`src/rtl/dp_pkg.sv`:
```
package dp_pkg;
  typedef enum logic [1:0] {
    ALU_ADD = 2'd0,
    ALU_SUB = 2'd1,
    ALU_AND = 2'd2,
    ALU_OR  = 2'd3
  } alu_op_t;

  typedef enum logic [1:0] {
    ACC_FROM_IN  = 2'd0,
    ACC_FROM_ALU = 2'd1,
    ACC_FROM_MEM = 2'd2,
    ACC_FROM_CNT = 2'd3
  } acc_src_t;
endpackage

```
`src/rtl/dp_alu.sv`:
```
module dp_alu
  import dp_pkg::*;
#(
  parameter int W = 8
) (
  input  logic [W-1:0] a,
  input  logic [W-1:0] b,
  input  alu_op_t      op,
  output logic [W-1:0] y
);
  always_comb begin
    unique case (op)
      ALU_ADD: y = a + b;
      ALU_SUB: y = a - b;
      ALU_AND: y = a & b;
      default: y = a | b;
    endcase
  end
endmodule

```
`src/rtl/dp_acc.sv`:
```
module dp_acc #(
  parameter int W = 8
) (
  input  logic         clk,
  input  logic         rst,
  input  logic         ld,
  input  logic [W-1:0] d,
  input  logic         shr,
  input  logic         shl,
  output logic [W-1:0] q
);
  always_ff @(posedge clk) begin
    if (rst)                q <= '0;
    else if (ld)            q <= d;
    else if (shr && !shl)   q <= {1'b0, q[W-1:1]};
    else if (shl && !shr)   q <= {q[W-2:0], 1'b0};
  end

  assert_shift_hold_R3: assert property (@(posedge clk) disable iff (rst)
    (!ld && shr && shl) |=> q == $past(q));
  assert_shr_fill_R3: assert property (@(posedge clk) disable iff (rst)
    (!ld && shr && !shl) |=> !q[W-1]);
  assert_shl_fill_R3: assert property (@(posedge clk) disable iff (rst)
    (!ld && shl && !shr) |=> !q[0]);
  assert_load_first_R4: assert property (@(posedge clk) disable iff (rst)
    ld |=> q == $past(d));
endmodule

```
`src/rtl/dp_count.sv`:
```
module dp_count #(
  parameter int W = 8
) (
  input  logic         clk,
  input  logic         rst,
  input  logic         ld,
  input  logic [W-1:0] d,
  input  logic         en,
  input  logic [W-1:0] delta,
  output logic [W-1:0] q
);
  always_ff @(posedge clk) begin
    if (rst)      q <= '0;
    else if (ld)  q <= d;
    else if (en)  q <= q + delta;
  end

  assert_step_R6_R7: assert property (@(posedge clk) disable iff (rst)
    (!ld && en) |=> q == W'($past(q) + $past(delta)));
  assert_count_load_R4: assert property (@(posedge clk) disable iff (rst)
    ld |=> q == $past(d));
endmodule

```
`src/rtl/acc_datapath.sv`:
```
module acc_datapath
  import dp_pkg::*;
#(
  parameter int W = 8
) (
  input  logic         clk,
  input  logic         rst,
  input  logic [W-1:0] in_port,
  output logic [W-1:0] out_port,
  output logic [W-1:0] mem_addr,
  input  logic [W-1:0] mem_rdata,
  output logic [3:0]   fetch_nib,
  output logic         zero_o,
  input  logic [1:0]   alu_op,
  input  logic         alu_bsel,
  input  logic         acc_ld,
  input  logic [1:0]   acc_sel,
  input  logic         acc_shr,
  input  logic         acc_shl,
  input  logic         md_ld,
  input  logic         md_sel,
  input  logic         cnt_ld,
  input  logic         cnt_sel,
  input  logic         cnt_dec,
  input  logic         sr_ld,
  input  logic         ip_ld,
  input  logic         ip_sel,
  input  logic         ip_inc,
  input  logic         ip_by2,
  input  logic         z_ld,
  input  logic         z_clr,
  input  logic         z_set,
  input  logic         addr_sel
);
  localparam logic [W-1:0] ONE     = W'(1);
  localparam logic [W-1:0] TWO     = W'(2);
  localparam logic [W-1:0] MINUS1  = '1;

  logic [W-1:0] acc_q, md_q, cnt_q, sr_q, ip_q;
  logic         z_q;
  logic [W-1:0] alu_b, alu_y, acc_d, cnt_d, ip_d;

  // shared operator
  assign alu_b = alu_bsel ? mem_rdata : md_q;

  dp_alu #(.W(W)) u_alu (
    .a(acc_q), .b(alu_b), .op(alu_op_t'(alu_op)), .y(alu_y)
  );

  // accumulator source selector
  always_comb begin
    unique case (acc_src_t'(acc_sel))
      ACC_FROM_IN:  acc_d = in_port;
      ACC_FROM_ALU: acc_d = alu_y;
      ACC_FROM_MEM: acc_d = mem_rdata;
      default:      acc_d = cnt_q;
    endcase
  end

  dp_acc #(.W(W)) u_acc (
    .clk(clk), .rst(rst), .ld(acc_ld), .d(acc_d),
    .shr(acc_shr), .shl(acc_shl), .q(acc_q)
  );

  assign cnt_d = cnt_sel ? acc_q : mem_rdata;

  dp_count #(.W(W)) u_cnt (
    .clk(clk), .rst(rst), .ld(cnt_ld), .d(cnt_d),
    .en(cnt_dec), .delta(MINUS1), .q(cnt_q)
  );

  assign ip_d = ip_sel ? sr_q : mem_rdata;

  dp_count #(.W(W)) u_ip (
    .clk(clk), .rst(rst), .ld(ip_ld), .d(ip_d),
    .en(ip_inc), .delta(ip_by2 ? TWO : ONE), .q(ip_q)
  );

  // plain registers and flag
  always_ff @(posedge clk) begin
    if (rst) begin
      md_q <= '0;
      sr_q <= '0;
      z_q  <= 1'b0;
    end else begin
      if (md_ld) md_q <= md_sel ? acc_q : mem_rdata;
      if (sr_ld) sr_q <= ip_q + TWO;
      if (z_ld)       z_q <= (alu_y == '0);
      else if (z_clr) z_q <= 1'b0;
      else if (z_set) z_q <= 1'b1;
    end
  end

  assign out_port  = acc_q;
  assign mem_addr  = addr_sel ? md_q : ip_q;
  assign fetch_nib = mem_rdata[3:0];
  assign zero_o    = z_q;

  assert_sr_link_R8: assert property (@(posedge clk) disable iff (rst)
    sr_ld |=> sr_q == W'($past(ip_q) + TWO));
  assert_zset_R9: assert property (@(posedge clk) disable iff (rst)
    (!z_ld && !z_clr && z_set) |=> zero_o);
  assert_zclr_R9: assert property (@(posedge clk) disable iff (rst)
    (!z_ld && z_clr) |=> !zero_o);
  assert_zhold_R9: assert property (@(posedge clk) disable iff (rst)
    (!z_ld && !z_clr && !z_set) |=> $stable(zero_o));
  assert_nib_R10: assert property (@(posedge clk) fetch_nib == mem_rdata[3:0]);
endmodule

```
`config.mk`:
```
export PLATFORM = sky130hd
export DESIGN_NAME = acc_datapath
export DESIGN_NICKNAME = d
export VERILOG_FILES = /design/src/rtl/dp_pkg.sv /design/src/rtl/dp_alu.sv /design/src/rtl/dp_acc.sv /design/src/rtl/dp_count.sv /design/src/rtl/acc_datapath.sv
export SDC_FILE = /design/constraint.sdc
export NUM_CORES = 1
export LEC_CHECK = 0
export CORE_MARGIN = 2
export CORE_UTILIZATION = 25
export CTS_BUF_LIST = sky130_fd_sc_hd__clkbuf_2 sky130_fd_sc_hd__clkbuf_4 sky130_fd_sc_hd__clkbuf_8
export CTS_CLUSTER_SIZE = 30
export DETAILED_ROUTE_END_ITERATION = 10
export MAX_ROUTING_LAYER = met4
export RECOVER_POWER = 50
export SLEW_MARGIN = 20
export SYNTH_ARGS = -nofsm -noshare
export SYNTH_HDL_FRONTEND = slang
export SYNTH_SLANG_ARGS = --single-unit
```
`constraint.sdc`:
```
create_clock -name clk -period 3.8 [get_ports clk]
set_input_delay 0.95 -clock clk [delete_from_list [all_inputs] [get_ports clk]]
set_output_delay 0.95 -clock clk [all_outputs]
set_load 0.01 [all_outputs]
```
# Word-level counts from Yosys, hierarchy flattened

Cells that the tools add are included.

Flip-flop bits (word level): 41
Input port bits: 40
Output and inout bits: 21
Word-level logic and storage cells: 46

$add $sub $neg: 5
Eq/ne operators: 4
Muxes and demuxes: 18
Bitwise operators: 2
Reductions and logical operators: 11

Operators with widths:

| cell                                                | count |
|---|---|
| two-way mux 8 bit                                   | 12 |
| one-hot mux 8 bit (3 select lines)                  | 2 |
| adder 8 x 2 -> 8 bit                                | 1 |
| adder 8 x 2 -> 8 bit, second input constant         | 1 |
| adder 8 bit                                         | 1 |
| adder 8 bit, second input constant                  | 1 |
| AND 8 bit                                           | 1 |
| zero test 8 bit                                     | 1 |
| bitwise OR 8 bit                                    | 1 |
| subtractor 8 bit                                    | 1 |
| nonzero test 3 bit                                  | 2 |
| equality test 2 x 1 -> 1 bit, second input constant | 2 |
| equality test 2 bit, second input constant          | 2 |
| zero test 2 bit                                     | 2 |
| nonzero test 2 bit                                  | 2 |
| two-way mux 1 bit                                   | 3 |
| logical AND 1 bit                                   | 2 |
| zero test 1 bit                                     | 2 |
| two-way mux 2 bit                                   | 1 |

# Depth between registers and ports, before layout

Depth in word-level cells: 5
Mapped depth: 15
Depth with buffers taken out: 13

# Modules after synthesis

Synthesis repeated with hierarchy kept, for this count alone.

Cells, all modules: 471
Area total of the unflattened synthesis: 4106.4 um2

By module, submodules not included:

| module           | times used | cells each | area an instance (um2) | sequential area each (um2) |
|---|---|---|---|---|
| acc_datapath     | 1          | 134        | 1351.3                 | 340.3 |
| dp_alu           | 1          | 103        | 763.2                  | 0.0 |
| dp_count (u_cnt) | 1          | 90         | 754.5                  | 160.2 |
| dp_count (u_ip)  | 1          | 90         | 753.2                  | 160.2 |
| dp_acc           | 1          | 54         | 484.2                  | 160.2 |

# Worst setup path before layout

OpenSTA, ideal clock, no wires.

Kind: input port to flip-flop
Start: in alu_bsel
End: reg z_q, in the netlist zero_o
Library setup time: 0.087 ns
Data arrival time: 3.596 ns
Data required time: 3.713 ns
Setup slack: 0.117 ns
Cell stages on the path: 15
Path buffers: 2
Cell sequence: buf_6 buf_6 mux2i_1 ha_1 nand2_1 o21ai_0 inv_1 ha_1 nor2b_1 o2111ai_1 a31oi_1 or4_1 o2111ai_1 a32oi_1 o31ai_1

Cells in the longest elaborated chain, start to end: 5
Elaborated cells between the ends (all ways): 8
Classes of those cells: add/sub: 2; mux: 3; bitwise: 2; reduce/logical: 1

Ends and longest elaborated chain:

| what                                           | line               | RTL |
|---|---|---|
| start, declared                                | acc_datapath.sv:15 | `input logic alu_bsel,` |
| two-way mux 8 bit (*)                          | acc_datapath.sv:44 | `assign alu_b = alu_bsel ? mem_rdata : md_q;` |
| subtractor 8 bit, or another cell as far along | dp_alu.sv:14       | `ALU_SUB: y = a - b;` |
| one-hot mux 8 bit (3 select lines) (*)         | dp_alu.sv:12       | `unique case (op)` |
| zero test 8 bit (*)                            | acc_datapath.sv:88 | `if (z_ld) z_q <= (alu_y == '0);` |
| two-way mux 1 bit (*)                          | acc_datapath.sv:88 |  |
| end signal, assigned                           | acc_datapath.sv:88 |  |
| end, declared                                  | acc_datapath.sv:40 | `logic z_q;` |

Every way passes the cells marked *; elsewhere a longest branch is shown, timed or not.
A chain may end at the register's enable or synchronous reset.

# Worst setup path in the final report

Start: in mem_rdata[2]
End: reg z_q, in the netlist zero_o

Cells in the longest elaborated chain, start to end: 5
Elaborated cells between the ends (all ways): 8
Classes of those cells: add/sub: 2; mux: 3; bitwise: 2; reduce/logical: 1

Ends and longest elaborated chain:

| what                                           | line               | RTL |
|---|---|---|
| start, declared                                | acc_datapath.sv:11 | `input logic [W-1:0] mem_rdata,` |
| two-way mux 8 bit (*)                          | acc_datapath.sv:44 |  |
| subtractor 8 bit, or another cell as far along | dp_alu.sv:14       |  |
| one-hot mux 8 bit (3 select lines) (*)         | dp_alu.sv:12       |  |
| zero test 8 bit (*)                            | acc_datapath.sv:88 |  |
| two-way mux 1 bit (*)                          | acc_datapath.sv:88 |  |

Marked as above.

==> flow_metrics.py <==
metrics = {
    "grt": {
        "antenna_found_initial": 0,
        "grt_pass1_vias": 3400,
        "grtUsageTotal": 0.1670,
        "grt_pass1_wl_microns": 18500,
        "grt_max_degree": 43,
        "globalRouteOverflowTotal": 0,
    },
    "logic_synthesis": {
        "synth_edf_count": 0,
        "async_flop_share": 0,
        "netlist_area_sq_um": 3401,
        "ys_types": 54,
        "yosysWarnings": 0,
        "ys_seq_area_frac": 0.2414,
        "syn_inst": 418,
        "ys_top_cells_by_count": "nor2_1, dfxtp_1, mux2i_1, a211oi_1, a21oi_1",
        "netlist_top_cells_area": "dfxtp_1, mux2i_1, a211oi_1",
        "synth_top_area_share": 0.2414,
        "synth_top_area_cell": "dfxtp_1",
        "syn_avg_cell_area_sq_um": 8.136,
        "ys_ff_latch": 41,
        "synth_ff_type": "dfxtp_1",
        "synth_nets": 474,
        "yosysMostFrequentCell": "nor2_1",
    },
    "floorplan": {
        "die_y_microns": 120.6,
        "io_pins": 61,
        "die_w_microns": 120.6,
        "dieArea_sq_um": 14550,
        "initial_core_util": 0.2568,
        "fp-row-count": 42,
        "core_sq_um": 13240,
    },
    "sta": {
        "worst_pin_slew_ns": 0.7360,
        "relSlewSlack": 0.5025,
        "hold_viol_final": 0,
        "fin_ws_ns": 0.1758,
        "max_freq_mhz": 275.9,
        "rsz0062_at_grt": "false",
        "post-route-min-period_ns": 3.624,
        "drv_slew": 0,
        "setup_tns_ns": 0,
        "finalSetupViolCount": 0,
        "skew_ns": 0.006131,
        "finalCritPeriodShare": 0.9537,
    },
    "finish": {
        "nNetsFinal": 557,
        "finish.instance_area_sq_um": 4557,
        "antenna_cells": 0,
        "final_cells": 678,
        "drive_above_1_share": 0.1594,
        "fin_util": 0.3441,
        "syn2layout_area_growth_pct": 34.00,
    },
    "drt": {
        "initialDrtViolationCount": 349,
        "wl_met2_microns": 5235,
        "vias": 3420,
        "antenna_left": 0,
        "avgViaCountPerCell": 5.044,
        "first_pass_iters": 4,
        "routed_wl_microns": 11330,
        "drcViolationCount": 0,
        "top_layer": "met4",
        "drt-met1-wl_microns": 5158,
        "wl_per_cell_microns": 16.71,
        "wl_met3_microns": 674,
    },
    "status": {
        "outcome": "finished clean",
    },
    "place": {
        "pre_cts_ws_ns": -0.4308,
        "io_buffers": 60,
        "numPlacedInstances": 669,
        "dp_hpwl_microns": 8615,
        "gp_congestion": 0.8845,
        "post_dp_cell_area_sq_um": 4412,
    },
    "job": {
        "drv_cap": 0,
    },
    "cts": {
        "htreeDepth": 2,
        "cts_buffer_depth": 2,
        "cts_root_buffer": "clkbuf_8",
        "clk_pin_slew_worst_paths_ns": 0.08,
        "clk_latency_ns": 0.31,
        "cts_buffers": 5,
        "cts_sinks": 41,
        "cts_tree": "done",
    },
    "critical_path": {
        "crit_required_ns": 4.02,
        "cp-end-kind": "flop",
        "worstSetupStartpointType": "primary input",
        "crit_fanout": 5,
        "crit_arrival_ns": 3.85,
        "path_class": "primary input to flop",
    },
    "pwr": {
        "vdd_drop_max_mv": 0.1531,
        "power.density_nw_per_um2": 326.5,
        "power_leakage_nw": 1.869,
    },
    "worst_hold_path": {
        "worstHoldPathType": "flop to flop",
    },
}
[final cells by class]
| type | count | area [sq um] |
|---|---|---|
| clock buffer | 6 | 76.32 |
| clock inverter | 2 | 38.79 |
| fill | 1414 | 8686 |
| inverter | 18 | 67.56 |
| multi-input combinational | 329 | 2387 |
| sequential | 41 | 820.8 |
| tap | 176 | 220.2 |
| timing repair buffer | 106 | 945.9 |
[placed cells by master (no fill, tap or decap), drive strengths merged, types with 3 or more instances in the layout]
| cell type | netlist | layout |
|---|---|---|
| mux4 | 4 | 4 |
| o21ai | 12 | 12 |
| nand2 | 22 | 22 |
| nand2b | 5 | 5 |
| clkdlybuf4s50 | 0 | 44 |
| dfxtp | 41 | 41 |
| buf | 9 | 45 |
| clkbuf | 21 | 7 |
| o31ai | 3 | 3 |
| nand3 | 5 | 5 |
| or3 | 3 | 3 |
| a31oi | 5 | 5 |
| mux2 | 16 | 16 |
| ha | 14 | 14 |
| xor2 | 11 | 11 |
| o22ai | 6 | 6 |
| a211oi | 34 | 34 |
| xnor2 | 11 | 11 |
| nor2 | 61 | 61 |
| nor3 | 10 | 10 |
| a21o | 3 | 3 |
| nor2b | 5 | 5 |
| and2 | 3 | 3 |
| o2111ai | 3 | 3 |
| dlygate4sd3 | 0 | 13 |
| nand4b | 4 | 4 |
| mux2i | 36 | 36 |
| inv | 17 | 17 |
| a21oi | 26 | 26 |
| and3 | 4 | 4 |
[worst paths after layout]
check	start	end	slack [ns]	cells past startpoint
setup reg to reg	md_q[0]	u_acc.q[6]	0.91	13
hold reg to reg	sr_q[5]	sr_q[5]	0.48	2
setup / recovery	mem_rdata[2]	zero_o	0.18	14
hold / removal	sr_q[5]	sr_q[5]	0.48	2
[metrics by stage]
step                      hold slack, ns  power (mW)
after global routing              0.5159       1.587
after CTS                         0.4895       1.488
after detailed placement          0.4785       1.112
after floorplan                   0.4544      0.8501
final                             0.4824       1.488
after global placement            0.4694       1.100
[cell families after synthesis]
logic type,Yosys count,share of synthesized area
and+or+nand+nor,130,0.1810
adders and majority gates,17,0.06623
AOI/OAI and AO/OA,104,0.2013
DFF,41,0.2414
buffers and inverters,48,0.06328
xor gates and xnor gates,22,0.05666
muxes,56,0.1902
[layer usage]
metal,up-vias,GRT usage
li1,1686,-
met1,1596,0.2237
met2,118,0.2624
met3,20,0.02594
met4,0,0.04506
met5,-,-
[worst max-delay path, cell delays in order]
cell and delay [ns]:
clkdlybuf4s50_1 0.51, buf_4 0.19, mux2i_2 0.21, buf_4 0.16
xor2_1 0.14, ha_1 0.30, nand2b_1 0.15, a21oi_2 0.08
o21a_1 0.18, or3_1 0.30, a31oi_1 0.26, buf_4 0.15
nand2_1 0.06, o31ai_1 0.19
[sequential cells by signal (all words and copies together), names as in the netlist]
name,cells
u_acc.q,8
zero_o,1
u_ip.q,8
sr_q,8
md_q,8
u_cnt.q,8
[where the power goes]
part / internal, mW / switching, mW
combinational: 0.306 / 0.288
clock: 0.205 / 0.167
sequential: 0.464 / 0.0573
[timing repair]
item | 4_1_cts | 5_1_grt
gates resized for setup | 4 | 8
buffers inserted | 0 | 1
hold buffers | 0 | 0
setup endpoints to repair | 3 | 3
Note: power is estimated with default switching activity, not from simulation.
